===== config.mk =====
export PLATFORM = sky130hd
export DESIGN_NAME = opr2_skip_unit
export DESIGN_NICKNAME = d
export VERILOG_FILES = /design/src/rtl/opr2_pkg.sv /design/src/rtl/opr2_decode.sv /design/src/rtl/opr2_cond_eval.sv /design/src/rtl/opr2_acc_path.sv /design/src/rtl/opr2_skip_unit.sv
export SDC_FILE = /design/constraint.sdc
export NUM_CORES = 1
export LEC_CHECK = 0
export BUFFER_PORTS_ARGS = -buffer_cell sky130_fd_sc_hd__buf_2
export CELL_PAD_IN_SITES_DETAIL_PLACEMENT = 1
export CELL_PAD_IN_SITES_GLOBAL_PLACEMENT = 1
export CORE_ASPECT_RATIO = 0.9
export CORE_UTILIZATION = 24
export CTS_CLUSTER_DIAMETER = 120
export DETAILED_ROUTE_END_ITERATION = 8
export GPL_ROUTABILITY_DRIVEN = 0
export PLACE_DENSITY_LB_ADDON = 0.1
export SYNTH_ARGS = -nofsm -noshare
export SYNTH_HDL_FRONTEND = slang
export SYNTH_SLANG_ARGS = --single-unit

===== constraint.sdc =====
create_clock -name clk -period 1.15 [get_ports clk]
set_clock_uncertainty 0.05 [all_clocks]
set_input_delay 0.23 -clock clk [delete_from_list [all_inputs] [get_ports clk]]
set_output_delay 0.23 -clock clk [all_outputs]
set_load 0.1 [all_outputs]

===== src/rtl/opr2_pkg.sv =====
// Package: shared types for the group 2 operate skip evaluator.
// Assumes: three selectable conditions, in a fixed order used by the decoder
// and by the condition evaluator.
package opr2_pkg;

    // Index of each selectable condition inside the condition vector
    typedef enum int {
        COND_NEG  = 0,
        COND_ZERO = 1,
        COND_LINK = 2
    } opr2_cond_e;

    localparam int NCOND = 3;

    // Decoded fields of one instruction word
    typedef struct packed {
        logic             is_g2;
        logic             clr_ac;
        logic [NCOND-1:0] cond_sel;
        logic             sense;
        logic             or_sw;
        logic             halt;
    } opr2_fields_t;

endpackage


===== src/rtl/opr2_decode.sv =====
// Module: opr2_decode
// Splits an instruction word into group 2 operate fields.
// Assumes: bit WORD_W-1 is the most significant. The opcode sits in the top
// three bits. The group bit is just below them and the group discriminator is
// bit 0. All other field positions are fixed offsets from the top.
module opr2_decode
    import opr2_pkg::*;
#(
    parameter int WORD_W = 12
) (
    input  logic [WORD_W-1:0] word,
    output opr2_fields_t      fields
);
    localparam int OPC_W    = 3;
    localparam int IDX_GRP  = WORD_W - 4;
    localparam int IDX_CLR  = WORD_W - 5;
    localparam int IDX_NEG  = WORD_W - 6;
    localparam int IDX_ZERO = WORD_W - 7;
    localparam int IDX_LINK = WORD_W - 8;
    localparam int IDX_SNS  = WORD_W - 9;
    localparam int IDX_OSR  = WORD_W - 10;
    localparam int IDX_HLT  = WORD_W - 11;
    localparam int IDX_G3   = 0;

    logic opc_is_opr;

    // Purpose: recognise the operate opcode (all ones in the top field)
    always_comb begin
        opc_is_opr = &word[WORD_W-1 -: OPC_W];
    end

    // Purpose: assemble the field struct from the word
    always_comb begin
        fields                     = '0;
        fields.is_g2               = opc_is_opr & word[IDX_GRP] & ~word[IDX_G3];
        fields.clr_ac              = word[IDX_CLR];
        fields.cond_sel[COND_NEG]  = word[IDX_NEG];
        fields.cond_sel[COND_ZERO] = word[IDX_ZERO];
        fields.cond_sel[COND_LINK] = word[IDX_LINK];
        fields.sense               = word[IDX_SNS];
        fields.or_sw               = word[IDX_OSR];
        fields.halt                = word[IDX_HLT];
    end
endmodule


===== src/rtl/opr2_cond_eval.sv =====
// Module: opr2_cond_eval
// Works out the skip decision from the selected conditions and the sense bit.
// Assumes: ac and link are the values from before the instruction. With
// sense clear the result is the OR of the selected conditions. With sense set
// it is the AND of their inverses, which is true when nothing is selected.
module opr2_cond_eval
    import opr2_pkg::*;
#(
    parameter int WORD_W = 12
) (
    input  logic [WORD_W-1:0] ac,
    input  logic              link,
    input  logic [NCOND-1:0]  cond_sel,
    input  logic              sense,
    output logic              skip
);
    logic [NCOND-1:0] cond_true;
    logic [NCOND-1:0] sel_hit;
    logic [NCOND-1:0] sel_ok;
    logic             any_hit;
    logic             all_ok;

    // Purpose: evaluate each raw condition on the pre-instruction state
    always_comb begin
        cond_true            = '0;
        cond_true[COND_NEG]  = ac[WORD_W-1];
        cond_true[COND_ZERO] = (ac == '0);
        cond_true[COND_LINK] = link;
    end

    // One lane per condition: hit for the OR form, pass for the AND form
    for (genvar gi = 0; gi < NCOND; gi++) begin : g_lane
        assign sel_hit[gi] = cond_sel[gi] & cond_true[gi];
        assign sel_ok[gi]  = ~cond_sel[gi] | ~cond_true[gi];
    end

    // Purpose: reduce the lanes and pick the form with the sense bit
    always_comb begin
        any_hit = |sel_hit;
        all_ok  = &sel_ok;
        skip    = sense ? all_ok : any_hit;
    end
endmodule


===== src/rtl/opr2_acc_path.sv =====
// Module: opr2_acc_path
// Computes the new accumulator for a group 2 word.
// Assumes: the clear is done first and the switch OR second, so setting both
// loads the switch value.
module opr2_acc_path #(
    parameter int WORD_W = 12
) (
    input  logic [WORD_W-1:0] ac,
    input  logic [WORD_W-1:0] sw,
    input  logic              clr_ac,
    input  logic              or_sw,
    output logic [WORD_W-1:0] ac_new
);
    logic [WORD_W-1:0] after_clr;

    // Purpose: first step, optional clear
    always_comb begin
        after_clr = clr_ac ? '0 : ac;
    end

    // Purpose: second step, optional OR of the switch register
    always_comb begin
        ac_new = or_sw ? (after_clr | sw) : after_clr;
    end
endmodule


===== src/rtl/opr2_skip_unit.sv =====
// Module: opr2_skip_unit (top)
// Executes group 2 operate words: skip decision, accumulator clear and switch
// OR, and halt request.
// Assumes: an issue is a single-cycle op_go with the operands valid in the
// same cycle. ac_out and skip_req are registered one cycle after the issue.
// halt_pulse follows one cycle after that. Reset is synchronous, active low.
module opr2_skip_unit
    import opr2_pkg::*;
#(
    parameter int WORD_W = 12
) (
    input  logic              clk,
    input  logic              rst_n,
    input  logic              op_go,
    input  logic [WORD_W-1:0] instr,
    input  logic [WORD_W-1:0] ac_in,
    input  logic              link_in,
    input  logic [WORD_W-1:0] switch_in,
    output logic              skip_req,
    output logic [WORD_W-1:0] ac_out,
    output logic              halt_pulse
);
    localparam int HALT_STAGES = 2;

    opr2_fields_t      fld;
    logic              skip_cmb;
    logic [WORD_W-1:0] ac_cmb;
    logic              exec;
    logic [WORD_W-1:0] ac_q;
    logic              skip_q;
    logic [HALT_STAGES-1:0] halt_sr;

    opr2_decode #(.WORD_W(WORD_W)) u_dec (
        .word   (instr),
        .fields (fld)
    );

    opr2_cond_eval #(.WORD_W(WORD_W)) u_cond (
        .ac       (ac_in),
        .link     (link_in),
        .cond_sel (fld.cond_sel),
        .sense    (fld.sense),
        .skip     (skip_cmb)
    );

    opr2_acc_path #(.WORD_W(WORD_W)) u_acc (
        .ac     (ac_in),
        .sw     (switch_in),
        .clr_ac (fld.clr_ac),
        .or_sw  (fld.or_sw),
        .ac_new (ac_cmb)
    );

    // Purpose: an issue counts only for a group 2 operate word
    always_comb begin
        exec = op_go & fld.is_g2;
    end

    // Purpose: register the accumulator result, held until the next issue
    always_ff @(posedge clk) begin
        if (!rst_n)    ac_q <= '0;
        else if (exec) ac_q <= ac_cmb;
    end

    // Purpose: register the skip decision as a one-cycle pulse
    always_ff @(posedge clk) begin
        if (!rst_n) skip_q <= 1'b0;
        else        skip_q <= exec & skip_cmb;
    end

    // Purpose: delay the halt request so it trails the accumulator update
    always_ff @(posedge clk) begin
        if (!rst_n) halt_sr <= '0;
        else        halt_sr <= {halt_sr[HALT_STAGES-2:0], exec & fld.halt};
    end

    assign ac_out     = ac_q;
    assign skip_req   = skip_q;
    assign halt_pulse = halt_sr[HALT_STAGES-1];
endmodule


## Yosys cells after proc, flatten, opt, wreduce, memory -nomap -nowiden

Cells that the tools add are included.

- Output and inout port bits: 14
- Bits of input ports: 40
- Bits in registers: 15
- Word-level logic and storage cells: 29

- Bitwise gates (word level): 19
- Mux-type cells: 3
- Reductions and logical operators: 4

Operators by type and width:

| cell | count |
|---|---|
| 12-bit two-way mux | 2 |
| 12-bit zero test | 1 |
| 12-bit OR | 1 |
| 1-bit bitwise AND | 8 |
| 1-bit NOT | 7 |
| 3-bit AND reduction | 2 |
| 1-bit OR | 3 |
| 3-bit OR reduction | 1 |
| 1-bit two-way mux | 1 |

## Logic depth before layout (Yosys ltp)

- Word-level depth: 6
- Gate-level depth with buffers: 5
- Gate-level depth less buffers: 4

## Modules after synthesis

Synthesis repeated with hierarchy kept, for this count alone.

- Cell total of the unflattened synthesis: 122
- Area, all modules: 991.0 sq um

By module, submodules not included:

| module | seq. area each (sq um) | area an instance (sq um) | cells an instance | times used |
|---|---|---|---|---|
| opr2_skip_unit | 300.3 | 605.6 | 61 | 1 |
| opr2_acc_path | 0.0 | 210.2 | 38 | 1 |
| opr2_cond_eval | 0.0 | 105.1 | 14 | 1 |
| opr2_decode | 0.0 | 70.1 | 9 | 1 |

## Least setup slack after synthesis

Ideal clock, no wire load.

- Kind: register to register
- Start point: register ac_out[0] (netlist name)
- End point: register ac_q[0], in the netlist ac_out[0]
- Required time: 1.039 ns
- Cell stages (with the launch flop): 2
- Path buffers: 0
- Arrival: 1.179 ns
- Setup slack: -0.140 ns
- Setup time: 0.061 ns
- Clock period less this slack: 1.290 ns
- Cell sequence: dfxtp_1 > o211a_1

RTL lines:

| item | RTL line | source |
|---|---|---|
| to (signal assigned) | opr2_skip_unit.sv:62 | `else if (exec) ac_q <= ac_cmb;` |
| to (decl) | opr2_skip_unit.sv:29 | `logic [WORD_W-1:0] ac_q;` |

## Final worst setup path

- Start point: register ac_q[9], in the netlist ac_out[9]
- End point: output ac_out[9]

RTL lines:

| item | RTL line | source |
|---|---|---|
| to (decl) | opr2_skip_unit.sv:20 | `output logic [WORD_W-1:0] ac_out,` |

No word-level cell between the ends.

==> qor_table.md <==
| Group | Parameter | This run |
|---|---|---|
| setup path | Logic depth of the worst register-to-register path | 1 |
| setup path | Crit Path Class | flop to output port |
| final layout | Number of inserted diodes | 0 |
| sta | RSZ-0062 raised after global routing | no |
| clocking | Hold-fix buffer count after cts | 0 |
| synthesis | Cell area after synthesis | 702 µm² |
| setup path | Crit. Startpoint | ac_out[9] |
| routing | Number of iterations in the first detailed-routing pass | 3 |
| final layout | Synthesis-to-layout area growth | 85.0% |
| place | Number of input and output port buffers inserted | 53 |
| pwr | Power per cell area | 813 nW/µm² |
| sta | Tightest Pin Transition | 0.302 ns |
| setup path | Sort of element at the end of the critical path | output port |
| global routing | Vias in the first global route | 805 |
| synthesis | Mean Syn Cell Area | 9.89 µm² |
| pwr | Comb power frac | 0.211 |
| setup path | Destination of the critical timing path | ac_out[9] |
| sta | Crit path setup slack, layout | 0.0438 ns |
| setup path | Number of buffer and inverter stages on the critical path | 1 |
| synthesis | Yosys top cell area share | 0.428 |
| sta | Max_slew headroom | 0.796 |
| setup path | Largest stage delay, worst path | 0.37 ns |
| clocking | CTS clock-pin slew for the worst setup and hold paths | 0.09 ns |
| final layout | Fill cells | 331 |
| synthesis | Number of synthesis warnings | 0 |
| synthesis | Synth area leader | sky130_fd_sc_hd__dfxtp_1 |
| global routing | Grt total ovfl | 0 |
| place | Final HPWL from detailed placement | 1.72 mm |
| min path | Class of the most critical hold timing path | input port to flop |
| routing | DRC viols | 0 |
| floorplan | Die ar. | 3150 µm² |
| clocking | Post-CTS Repair Setup Buffers | 0 |
| clocking | Total CTS buffers | 3 |
| routing | Vias per cell | 4.66 |
| floorplan | Starting density of the core | 0.253 |
| setup path | Required time worst endpoint | 0.87 ns |
| routing | Detailed Route WL | 2.20 mm |
| floorplan | Die Span X | 59.0 µm |
| setup path | Data arrival time of the critical path | 0.83 ns |
| sta | Period utilization | 0.962 |
| global routing | GRT Overall Usage | 0.158 |
| place | Placement-stage cell area | 1270 µm² |
| run status | Status | finished clean |
| sta | Highest Clock Rate | 904 MHz |
| pwr | Internal power of the cells | 0.770 mW |
| sta | Period minus WS final | 1.11 ns |
| final layout | Core Util, Final | 0.469 |
| sta | Final hold violations | 0 |
| synthesis | Number of nets in the synthesized netlist | 111 |
| floorplan | Placement Rows | 18 |
| pwr | Net switching share of the total power | 0.271 |
| floorplan | Floorplan Core Area | 2770 µm² |
| global routing | First-pass GRT wire length | 3.59 mm |
| setup path | Minimum setup slack among reg-to-reg paths | 0.43 ns |
| setup path | Slowest-stage cell, CP | sky130_fd_sc_hd__dfxtp_2 |
| clocking | Depth of the CTS H-tree | 1 |
| clocking | TritonCTS clock tree | built |
| setup path | Critical path startpoint category | flop |
| final layout | Final net count | 169 |
| synthesis | Top cells by area in the synthesized netlist | sky130_fd_sc_hd__dfxtp_1, sky130_fd_sc_hd__o211a_1, sky130_fd_sc_hd__a22oi_1 |
| pwr | Clock share of power | 0.286 |
| routing | Final routed wire length divided by cell count | 13.1 µm |
| pwr | Sequential cell fraction of total power | 0.503 |
| global routing | Largest net degree at the start of global routing | 27 |
| clocking | Clock insertion delay at the later pin of the skew report | 0.27 ns |
| floorplan | Number of placed I/O pins | 54 |
| pwr | Switching Power | 0.287 mW |
| setup path | Endpoint of the lowest-slack register-to-register path | ac_out[7] |
| synthesis | Number of distinct library cell variants in the gate-level netlist after synthesis | 20 |
| synthesis | Sequential-to-total area share from yosys stat | 0.428 |
| place | Worst Setup Slack post-DPL | -0.250 ns |
| pwr | Maximum VDD drop | 0.375 mV |
| clocking | Root buffer selected by CTS | sky130_fd_sc_hd__clkbuf_4 |
| sta | Total count of max-transition violations in the final report | 0 |
| synthesis | Flops & latches, synth | 15 |
| clocking | Resized cells post-CTS | 0 |
| job | Number of violations of the max-capacitance limit | 0 |
| setup path | CP cell instances | buf_12 |
| global routing | Antenna violations before repair | 0 |
| routing | Remaining number of nets flagged by the antenna check after routing | 0 |
| clocking | Max clock buf depth | 2 |
| setup path | Stages on worst setup path | 1 |
| setup path | Source of the worst register-to-register timing path | ac_out[7] |
| floorplan | Die Ht | 53.3 µm |
| clocking | Clock sink count | 15 |
| pwr | Leakage power figure | 0.710 nW |
| place | Number of placed instances with taps included | 164 |
| final layout | Count of placed standard cells in the final layout, fillers left out | 168 |
| final layout | Final standard cell area without fillers | 1300 µm² |
| setup path | Crit path max-delay family | flip-flops |
| sta | Finish-stage setup viols | 0 |
| setup path | Critical Path Fanout Max | 2 |
| pwr | Design Power | 1.06 mW |
| routing | Number of violations reported at the end of detailed-routing iteration 0 | 12 |
| routing | Via count | 783 |
| final layout | Fraction of final layout cells sized beyond drive strength 1 | 0.617 |
| synthesis | Instance count of the mapped netlist | 71 |
[how the worst min path moves through the flow]
stage / start / to / slack (ns) / cells after the start
after floorplan: rst_n / halt_sr[1] / 0.30 / 1
after global placement: halt_sr[0] / halt_sr[1] / 0.37 / 1
after detailed placement: halt_sr[0] / halt_sr[1] / 0.38 / 1
after CTS: instr[1] / halt_sr[0] / 0.14 / 2
after global routing: instr[1] / halt_sr[0] / 0.14 / 2
final: instr[1] / halt_sr[0] / 0.15 / 2
[cell families (layout without fill, tap and decap cells)]
logic type / after synthesis / count (layout) / share of synthesized area
buffers and inverters: 7 / 64 / 0.0606
AND/OR/NAND/NOR: 23 / 23 / 0.194
AO/OA/AOI/OAI: 26 / 26 / 0.317
flip-flops: 15 / 15 / 0.428
[flip-flops by register name (all words and copies together), names as in the netlist]
| name | flops |
|---|---|
| ac_out | 12 |
| halt_sr | 2 |
| skip_req | 1 |
[cells in the mapped netlist]
cell / instances
sky130_fd_sc_hd__buf_6: 2
sky130_fd_sc_hd__clkbuf_1: 2
sky130_fd_sc_hd__and4b_2: 1
sky130_fd_sc_hd__nor4b_1: 1
sky130_fd_sc_hd__nor3_1: 1
sky130_fd_sc_hd__buf_2: 1
sky130_fd_sc_hd__nor4_1: 1
sky130_fd_sc_hd__dfxtp_1: 15
sky130_fd_sc_hd__nand4_2: 1
sky130_fd_sc_hd__nor3b_4: 1
sky130_fd_sc_hd__nand2_1: 12
sky130_fd_sc_hd__nand3_1: 1
sky130_fd_sc_hd__nand4_1: 1
sky130_fd_sc_hd__and2_1: 1
sky130_fd_sc_hd__a22oi_1: 13
sky130_fd_sc_hd__a21oi_1: 1
sky130_fd_sc_hd__and3_2: 1
sky130_fd_sc_hd__nor2_1: 1
sky130_fd_sc_hd__inv_1: 2
sky130_fd_sc_hd__o211a_1: 12
[power by group through the flow]
stage                     clock (mW)  combinational (mW)  sequential, mW
after floorplan                    0              0.0574           0.581
after global placement             0               0.223           0.544
after detailed placement           0               0.226           0.544
after CTS                      0.330               0.227           0.532
after global routing           0.339               0.243           0.532
final                          0.302               0.223           0.531
[cell usage in the layout, fill, tap and decap left out, types with 2 or more instances in the layout]
cell type	Yosys	layout
sky130_fd_sc_hd__dfxtp_2	0	14
sky130_fd_sc_hd__nand2_1	12	12
sky130_fd_sc_hd__inv_1	2	2
sky130_fd_sc_hd__buf_2	1	39
sky130_fd_sc_hd__a22oi_1	13	13
sky130_fd_sc_hd__o211a_1	12	12
sky130_fd_sc_hd__clkbuf_4	0	3
sky130_fd_sc_hd__buf_4	0	3
sky130_fd_sc_hd__buf_12	0	16
[cell type report]
| cell class | instances | area, µm² | share of cell area |
|---|---|---|---|
| clock buffers | 4 | 26.3 | 0.0202 |
| inverters | 2 | 7.51 | 0.00578 |
| multi-input cells | 49 | 359 | 0.276 |
| flip-flops and latches | 15 | 318 | 0.245 |
| well taps | 40 | 50.0 | 0.0385 |
| repair buffers | 58 | 538 | 0.414 |
[per-layer routing]
metal  vias up  track usage  part of all wire
li1        387            -                 -
met1       365        0.183              0.43
met2        27        0.282              0.50
met3         4       0.0293             0.051
met4         0       0.0675             0.012
met5         -            0                 0
[through the flow]
| stage | TNS, ns | hold WS [ns] |
|---|---|---|
| 6_report | 0 | 0.147 |
| 5_1_grt | 0 | 0.139 |
| 4_1_cts | 0 | 0.139 |
| 3_5_place_dp | -0.912 | 0.379 |
| 3_3_place_gp | -0.690 | 0.371 |
| 2_1_floorplan | 0 | 0.302 |
(Power assumes the default switching activity.)
